===== src/rtl/reg_access_pkg.sv =====
package reg_access_pkg;
    typedef enum logic [1:0] {
        PH_IDLE  = 2'd0,
        PH_ISSUE = 2'd1,
        PH_WAIT  = 2'd2
    } phase_e;

    localparam logic [1:0] SEL_CTRL   = 2'd0;
    localparam logic [1:0] SEL_WDATA  = 2'd1;
    localparam logic [1:0] SEL_RDATA  = 2'd2;
    localparam logic [1:0] SEL_STATUS = 2'd3;
endpackage


===== src/rtl/rab_local_regs.sv =====
module rab_local_regs
    import reg_access_pkg::*;
#(
    parameter int DATA_W = 32,
    localparam int AW = DATA_W - 2
) (
    input  logic              loc_we,
    input  logic [1:0]        loc_sel,
    input  logic              pend,
    input  logic              is_wr,
    input  logic [AW-1:0]     addr,
    input  logic [DATA_W-1:0] wdata,
    input  logic [DATA_W-1:0] rdata,
    input  logic              ovr,
    output logic              wr_ctrl,
    output logic              wr_wdata,
    output logic              wr_status,
    output logic [DATA_W-1:0] loc_rdata
);
    assign wr_ctrl   = loc_we && (loc_sel == SEL_CTRL);
    assign wr_wdata  = loc_we && (loc_sel == SEL_WDATA);
    assign wr_status = loc_we && (loc_sel == SEL_STATUS);

    always_comb begin
        unique case (loc_sel)
            SEL_CTRL:  loc_rdata = {pend, is_wr, addr};
            SEL_WDATA: loc_rdata = wdata;
            SEL_RDATA: loc_rdata = rdata;
            default:   loc_rdata = {{(DATA_W-1){1'b0}}, ovr};
        endcase
    end
endmodule


===== src/rtl/rab_engine.sv =====
module rab_engine
    import reg_access_pkg::*;
#(
    parameter int DATA_W = 32,
    localparam int AW = DATA_W - 2,
    localparam int PEND_BIT = DATA_W - 1,
    localparam int WR_BIT = DATA_W - 2
) (
    input  logic              clk,
    input  logic              rst_n,
    input  logic              wr_ctrl,
    input  logic              wr_wdata,
    input  logic              wr_status,
    input  logic [DATA_W-1:0] wr_value,
    input  logic              req_ready,
    input  logic              rsp_valid,
    input  logic [DATA_W-1:0] rsp_rdata,
    output phase_e            phase,
    output logic              pend,
    output logic              is_wr,
    output logic [AW-1:0]     addr,
    output logic [DATA_W-1:0] wdata,
    output logic [DATA_W-1:0] rdata,
    output logic              ovr,
    output logic              done
);
    typedef struct packed {
        phase_e            phase;
        logic              pend;
        logic              wr;
        logic [AW-1:0]     addr;
        logic [DATA_W-1:0] wdata;
        logic [DATA_W-1:0] rdata;
        logic              ovr;
        logic              done;
    } eng_t;

    eng_t st_d, st_q;

    always_comb begin
        st_d = st_q;
        if (wr_status) begin
            st_d.ovr = 1'b0;
        end
        if (wr_ctrl) begin
            if (st_q.pend) begin
                st_d.ovr = 1'b1;
            end else begin
                st_d.addr = wr_value[AW-1:0];
                st_d.wr   = wr_value[WR_BIT];
                if (wr_value[PEND_BIT]) begin
                    st_d.pend  = 1'b1;
                    st_d.phase = PH_ISSUE;
                    st_d.done  = 1'b0;
                end
            end
        end
        if (wr_wdata) begin
            if (st_q.pend) begin
                st_d.ovr = 1'b1;
            end else begin
                st_d.wdata = wr_value;
            end
        end
        unique case (st_q.phase)
            PH_ISSUE: begin
                if (req_ready) begin
                    st_d.phase = PH_WAIT;
                end
            end
            PH_WAIT: begin
                if (rsp_valid) begin
                    st_d.phase = PH_IDLE;
                    st_d.pend  = 1'b0;
                    if (!st_q.wr) begin
                        st_d.rdata = rsp_rdata;
                        st_d.done  = 1'b1;
                    end
                end
            end
            default: ;
        endcase
    end

    always_ff @(posedge clk) begin
        if (!rst_n) begin
            st_q <= '{phase: PH_IDLE, default: '0};
        end else begin
            st_q <= st_d;
        end
    end

    assign phase = st_q.phase;
    assign pend  = st_q.pend;
    assign is_wr = st_q.wr;
    assign addr  = st_q.addr;
    assign wdata = st_q.wdata;
    assign rdata = st_q.rdata;
    assign ovr   = st_q.ovr;
    assign done  = st_q.done;
endmodule


===== src/rtl/reg_access_bridge.sv =====
module reg_access_bridge
    import reg_access_pkg::*;
#(
    parameter int DATA_W = 32,
    parameter int SIG_W = 8,
    parameter int DONE_BIT = 6,
    localparam int AW = DATA_W - 2
) (
    input  logic              clk,
    input  logic              rst_n,
    input  logic              loc_we,
    input  logic [1:0]        loc_sel,
    input  logic [DATA_W-1:0] loc_wdata,
    output logic [DATA_W-1:0] loc_rdata,
    output logic              req_valid,
    input  logic              req_ready,
    output logic              req_write,
    output logic [AW-1:0]     req_addr,
    output logic [DATA_W-1:0] req_wdata,
    input  logic              rsp_valid,
    input  logic [DATA_W-1:0] rsp_rdata,
    output logic [SIG_W-1:0]  done_sig
);
    phase_e            phase;
    logic              pend, is_wr, overrun, done;
    logic [AW-1:0]     addr;
    logic [DATA_W-1:0] wdata, rdata;
    logic              wr_ctrl, wr_wdata, wr_status;

    rab_local_regs #(.DATA_W(DATA_W)) u_regs (
        .loc_we    (loc_we),
        .loc_sel   (loc_sel),
        .pend      (pend),
        .is_wr     (is_wr),
        .addr      (addr),
        .wdata     (wdata),
        .rdata     (rdata),
        .ovr       (overrun),
        .wr_ctrl   (wr_ctrl),
        .wr_wdata  (wr_wdata),
        .wr_status (wr_status),
        .loc_rdata (loc_rdata)
    );

    rab_engine #(.DATA_W(DATA_W)) u_eng (
        .clk       (clk),
        .rst_n     (rst_n),
        .wr_ctrl   (wr_ctrl),
        .wr_wdata  (wr_wdata),
        .wr_status (wr_status),
        .wr_value  (loc_wdata),
        .req_ready (req_ready),
        .rsp_valid (rsp_valid),
        .rsp_rdata (rsp_rdata),
        .phase     (phase),
        .pend      (pend),
        .is_wr     (is_wr),
        .addr      (addr),
        .wdata     (wdata),
        .rdata     (rdata),
        .ovr       (overrun),
        .done      (done)
    );

    assign req_valid = (phase == PH_ISSUE);
    assign req_write = is_wr;
    assign req_addr  = addr;
    assign req_wdata = wdata;

    for (genvar g = 0; g < SIG_W; g++) begin : g_sig
        if (g == DONE_BIT) begin : g_done
            assign done_sig[g] = done;
        end else begin : g_zero
            assign done_sig[g] = 1'b0;
        end
    end
endmodule


===== config.mk =====
export PLATFORM = sky130hd
export DESIGN_NAME = reg_access_bridge
export DESIGN_NICKNAME = d
export VERILOG_FILES = /design/src/rtl/reg_access_pkg.sv /design/src/rtl/rab_local_regs.sv /design/src/rtl/rab_engine.sv /design/src/rtl/reg_access_bridge.sv
export SDC_FILE = /design/constraint.sdc
export NUM_CORES = 1
export LEC_CHECK = 0
export BUFFER_PORTS_ARGS = -buffer_cell sky130_fd_sc_hd__buf_2
export CAP_MARGIN = 25
export CORE_ASPECT_RATIO = 1.4
export CORE_MARGIN = 2
export CORE_UTILIZATION = 49
export CTS_CLUSTER_SIZE = 10
export DETAILED_ROUTE_END_ITERATION = 16
export GPL_TIMING_DRIVEN = 0
export HOLD_SLACK_MARGIN = 0.06
export PLACE_DENSITY = 0.91
export SYNTH_ARGS = -nofsm -noshare
export SYNTH_HDL_FRONTEND = slang
export SYNTH_HIERARCHICAL = 1
export SYNTH_SLANG_ARGS = --single-unit

===== constraint.sdc =====
create_clock -name clk -period 1.7 [get_ports clk]
set_input_delay 0.085 -clock clk [delete_from_list [all_inputs] [get_ports clk]]
set_output_delay 0.085 -clock clk [all_outputs]
set_load 0.1 [all_outputs]

==> metrics.md <==
| Metric | Value |
|---|---|
| Cell types with the largest area share after synthesis | `dfxtp_1, nand2_1, a21boi_1` |
| Via count of the first global-routing pass | `5176` |
| Global-route total usage across every layer | `32.04%` |
| Reported net switching power | `1.822 mW` |
| TritonCTS sink count | `100` |
| Internal Power | `4.222 mW` |
| Combinational cell fraction of total power | `21.2%` |
| Data arrival, critical path | `1500 ps` |
| Synthesized area | `4642 µm²` |
| Routed vias | `4937` |
| Tightest Pin Transition | `604.6 ps` |
| Top Ports | `175` |
| Final design area excluding fillers | `7261 µm²` |
| Chip width | `86.26 µm` |
| Total CTS buffers | `9` |
| Primary FF master, synth | `dfxtp_1` |
| Pin count of the biggest net entering global routing | `16` |
| Hold-critical path depth | `3` |
| Net switching fraction of the power | `30.15%` |
| Placement-stage cell area | `6277 µm²` |
| Depth of the most critical reg-to-reg path | `6` |
| Register bit total from synthesis | `100` |
| Synthesized area per cell | `8.709 µm²` |
| Overall die area | `10280 µm²` |
| P&R area growth vs syn | `56.42%` |
| Via/cell ratio | `5.504` |
| Number of port buffers | `164` |
| Number of iterations in the first detailed-routing pass | `5` |
| Initial antenna violation count | `0` |
| Largest fanout of any net on the critical path | `8` |
| CTS tree | `done` |
| Flop pwr share | `40.7%` |
| Final setup violation count | `0` |
| Highest-delay cell along the critical path | `dfxtp_1` |
| Drt total wl | `16530 µm` |
| Setup tns final | `0 ps` |
| Maximum VDD drop | `660.0 µV` |
| Total leakage power | `3.093 nW` |
| F_max | `0.6308 GHz` |
| Top cell types by occurrence after synthesis | `nand2_1, dfxtp_1, a21boi_1` |
| Required time of the critical path | `1620 ps` |
| Area fraction of the dominant cell type after synthesis | `43.13%` |
| Max-slew headroom | `59.61%` |
| Dpl hpwl | `10990 µm` |
| Portion of the clock cycle consumed by the worst path in the final layout | `93.25%` |
| Most area-hungry cell type in the Yosys netlist | `dfxtp_1` |
| Placer's final routability congestion estimate | `0.8294` |
| Residual DRC | `0` |
| Wire length of the first global-routing pass | `25520 µm` |
| Share of layout cells above drive strength 1 | `36.34%` |
| Critical register-to-register path startpoint | `u_eng/phase[0]` |
| Top-count cell post-synth | `nand2_1` |
| CTS HTree Levels | `3` |
| Startpoint of the worst hold path | `rst_n` |
| Unique cell type count in the Yosys netlist | `31` |
| Die boundary height | `119.2 µm` |
| Setup CP Type | `flop to output pin` |
| Maximum buffer depth of the clock tree | `2` |
| Setup slack on the worst flop-to-flop path | `140 ps` |
| Antenna diode count | `0` |
| Routed length per instance | `18.42 µm` |
| Proportion of synthesized chip area in sequential cells | `43.13%` |
| Final layout net count | `855` |
| Post-Syn Instances | `533` |
| Crit start category | `flop` |
| Site Rows | `42` |
| Clock transition time at the flip-flop clock pins of the worst setup and hold paths | `70 ps` |
| Count of synthesis-stage warnings from yosys | `6` |
| Final period demand of the worst path | `1585 ps` |
| Latest clock arrival within the worst-skew pair | `350 ps` |
| Total power divided by cell area | `832.4 nW/µm²` |
| Hold violation total from the final report | `0` |
| Initial DRC count | `359` |
| Crit path capture type | `output pin` |
| Floorplan core area | `9354 µm²` |
| Maximum Capacitance Violations | `0` |
| Remaining antenna violation count | `0` |
| Overflow left after global routing | `0` |
| Fraction of synthesis flops using an asynchronous set or reset pin | `0%` |
| FF-to-FF End | `u_eng/rdata[4]` |
| Ordered cell list for the critical path | `mux2i_1, o2bb2ai_2, buf_2` |
| Initial Util | `49.63%` |
| Number of enable flip-flop cells after synthesis | `0` |
| Path category of the worst min-delay check | `primary input to flop` |
| Number of max-slew violations in the final report | `0` |
| Outcome | `completed` |
| Final Skew | `8.139 ps` |
| Largest stage delay on the critical path | `440 ps` |
| Hold worst-path end | `u_eng/phase[1]` |
| Clock tree root driver cell | `clkbuf_16` |
| Unrepaired setup endpoints after global routing | `false` |
| Fraction of power consumed by the clock network | `38.1%` |
cells in the final DEF (no fill, tap or decap), types with 9 or more instances in the layout:
cell type,instances
clkbuf_16,9
mux2i_1,31
nand2_1,193
o2bb2ai_4,30
buf_2,172
dfxtp_1,68
a21boi_1,90
dfxtp_2,32
dlygate4sd3_1,65
clkbuf_1,15
buf_4,21
metal layers:
layer / vias up / part of all wire [%] / track usage, %
li1: 2264 / - / -
met5: - / 0 / 0
met4: 0 / 4.5 / 19.73
met1: 2345 / 36 / 34.14
met2: 261 / 54 / 56.93
met3: 67 / 5.6 / 6.029
what timing repair did:
action                                 CTS  global route
setup endpoints to repair                0             0
hold buffers                            65             0
setup buffers                            0             0
endpoints found under the hold margin   96             0
resized for setup                        0             0
kinds of logic after synthesis:
kind of cell               synth area share (%)
and+or+nand+nor                           18.57
AOI/OAI and AO/OA                         22.64
DFF                                       43.13
buffers and inverters                     7.871
muxes                                     7.170
adders and majority gates                0.5390
other                                   0.08078
worst max path at each step:
stage / from / endpoint / slack, ps
final: u_eng/pend / loc_rdata[31] / 110
after global routing: u_eng/phase[0] / u_eng/rdata[3] / 30
after CTS: u_eng/pend / loc_rdata[31] / 100
after detailed placement: loc_sel[1] / u_eng/addr[15] / 20
after global placement: loc_sel[0] / loc_rdata[20] / 50
after floorplan: loc_sel[0] / loc_rdata[31] / 30
cell type report:
| type | instances | area (µm²) |
|---|---|---|
| clock inverters | 5 | 100.1 |
| multi-input cells | 387 | 2854 |
| well taps | 110 | 137.6 |
| fillers | 586 | 2093 |
| repair buffers | 232 | 1529 |
| inverters | 2 | 7.507 |
| plain buffers | 50 | 357.8 |
| flip-flops and latches | 100 | 2042 |
| clock buffers | 11 | 232.7 |
registers in the layout (all words and copies together) (netlist names):
signal	cells
u_eng/addr	30
u_eng/done	1
u_eng/is_wr	1
u_eng/ovr	1
u_eng/pend	1
u_eng/phase	2
u_eng/rdata	32
u_eng/wdata	32
metrics by stage:
stage          hold WS, ps  total power, mW  utilization [%]  instances  setup slack, ps
6_report             151.0            6.044            77.62        897            114.8
5_1_grt              131.0            6.211            77.62        897            26.32
4_1_cts              112.8            6.039            77.62        897            100.9
3_5_place_dp         331.5            3.654            67.11        816            15.34
3_3_place_gp         327.3            3.618            66.49        813            48.43
2_1_floorplan        212.3            3.389                -        539            26.33
power by group through the flow:
| stage | Combinational (mW) | Sequential (mW) | Clock [mW] |
|---|---|---|---|
| 3_5_place_dp | 1.15 | 2.51 | 0 |
| 4_1_cts | 1.26 | 2.45 | 2.32 |
| 6_report | 1.28 | 2.46 | 2.30 |
| 5_1_grt | 1.33 | 2.46 | 2.42 |
| 2_1_floorplan | 0.536 | 2.85 | 0 |
| 3_3_place_gp | 1.11 | 2.50 | 0 |
worst max-delay path, delay by kind of cell, from the launching register on:
family	cells	cell delay, ps
buffers and inverters	1	440
muxes	1	130
DFF	1	440
AOI/OAI and AO/OA	1	150
No activity file was read; power rests on OpenSTA's default activity.
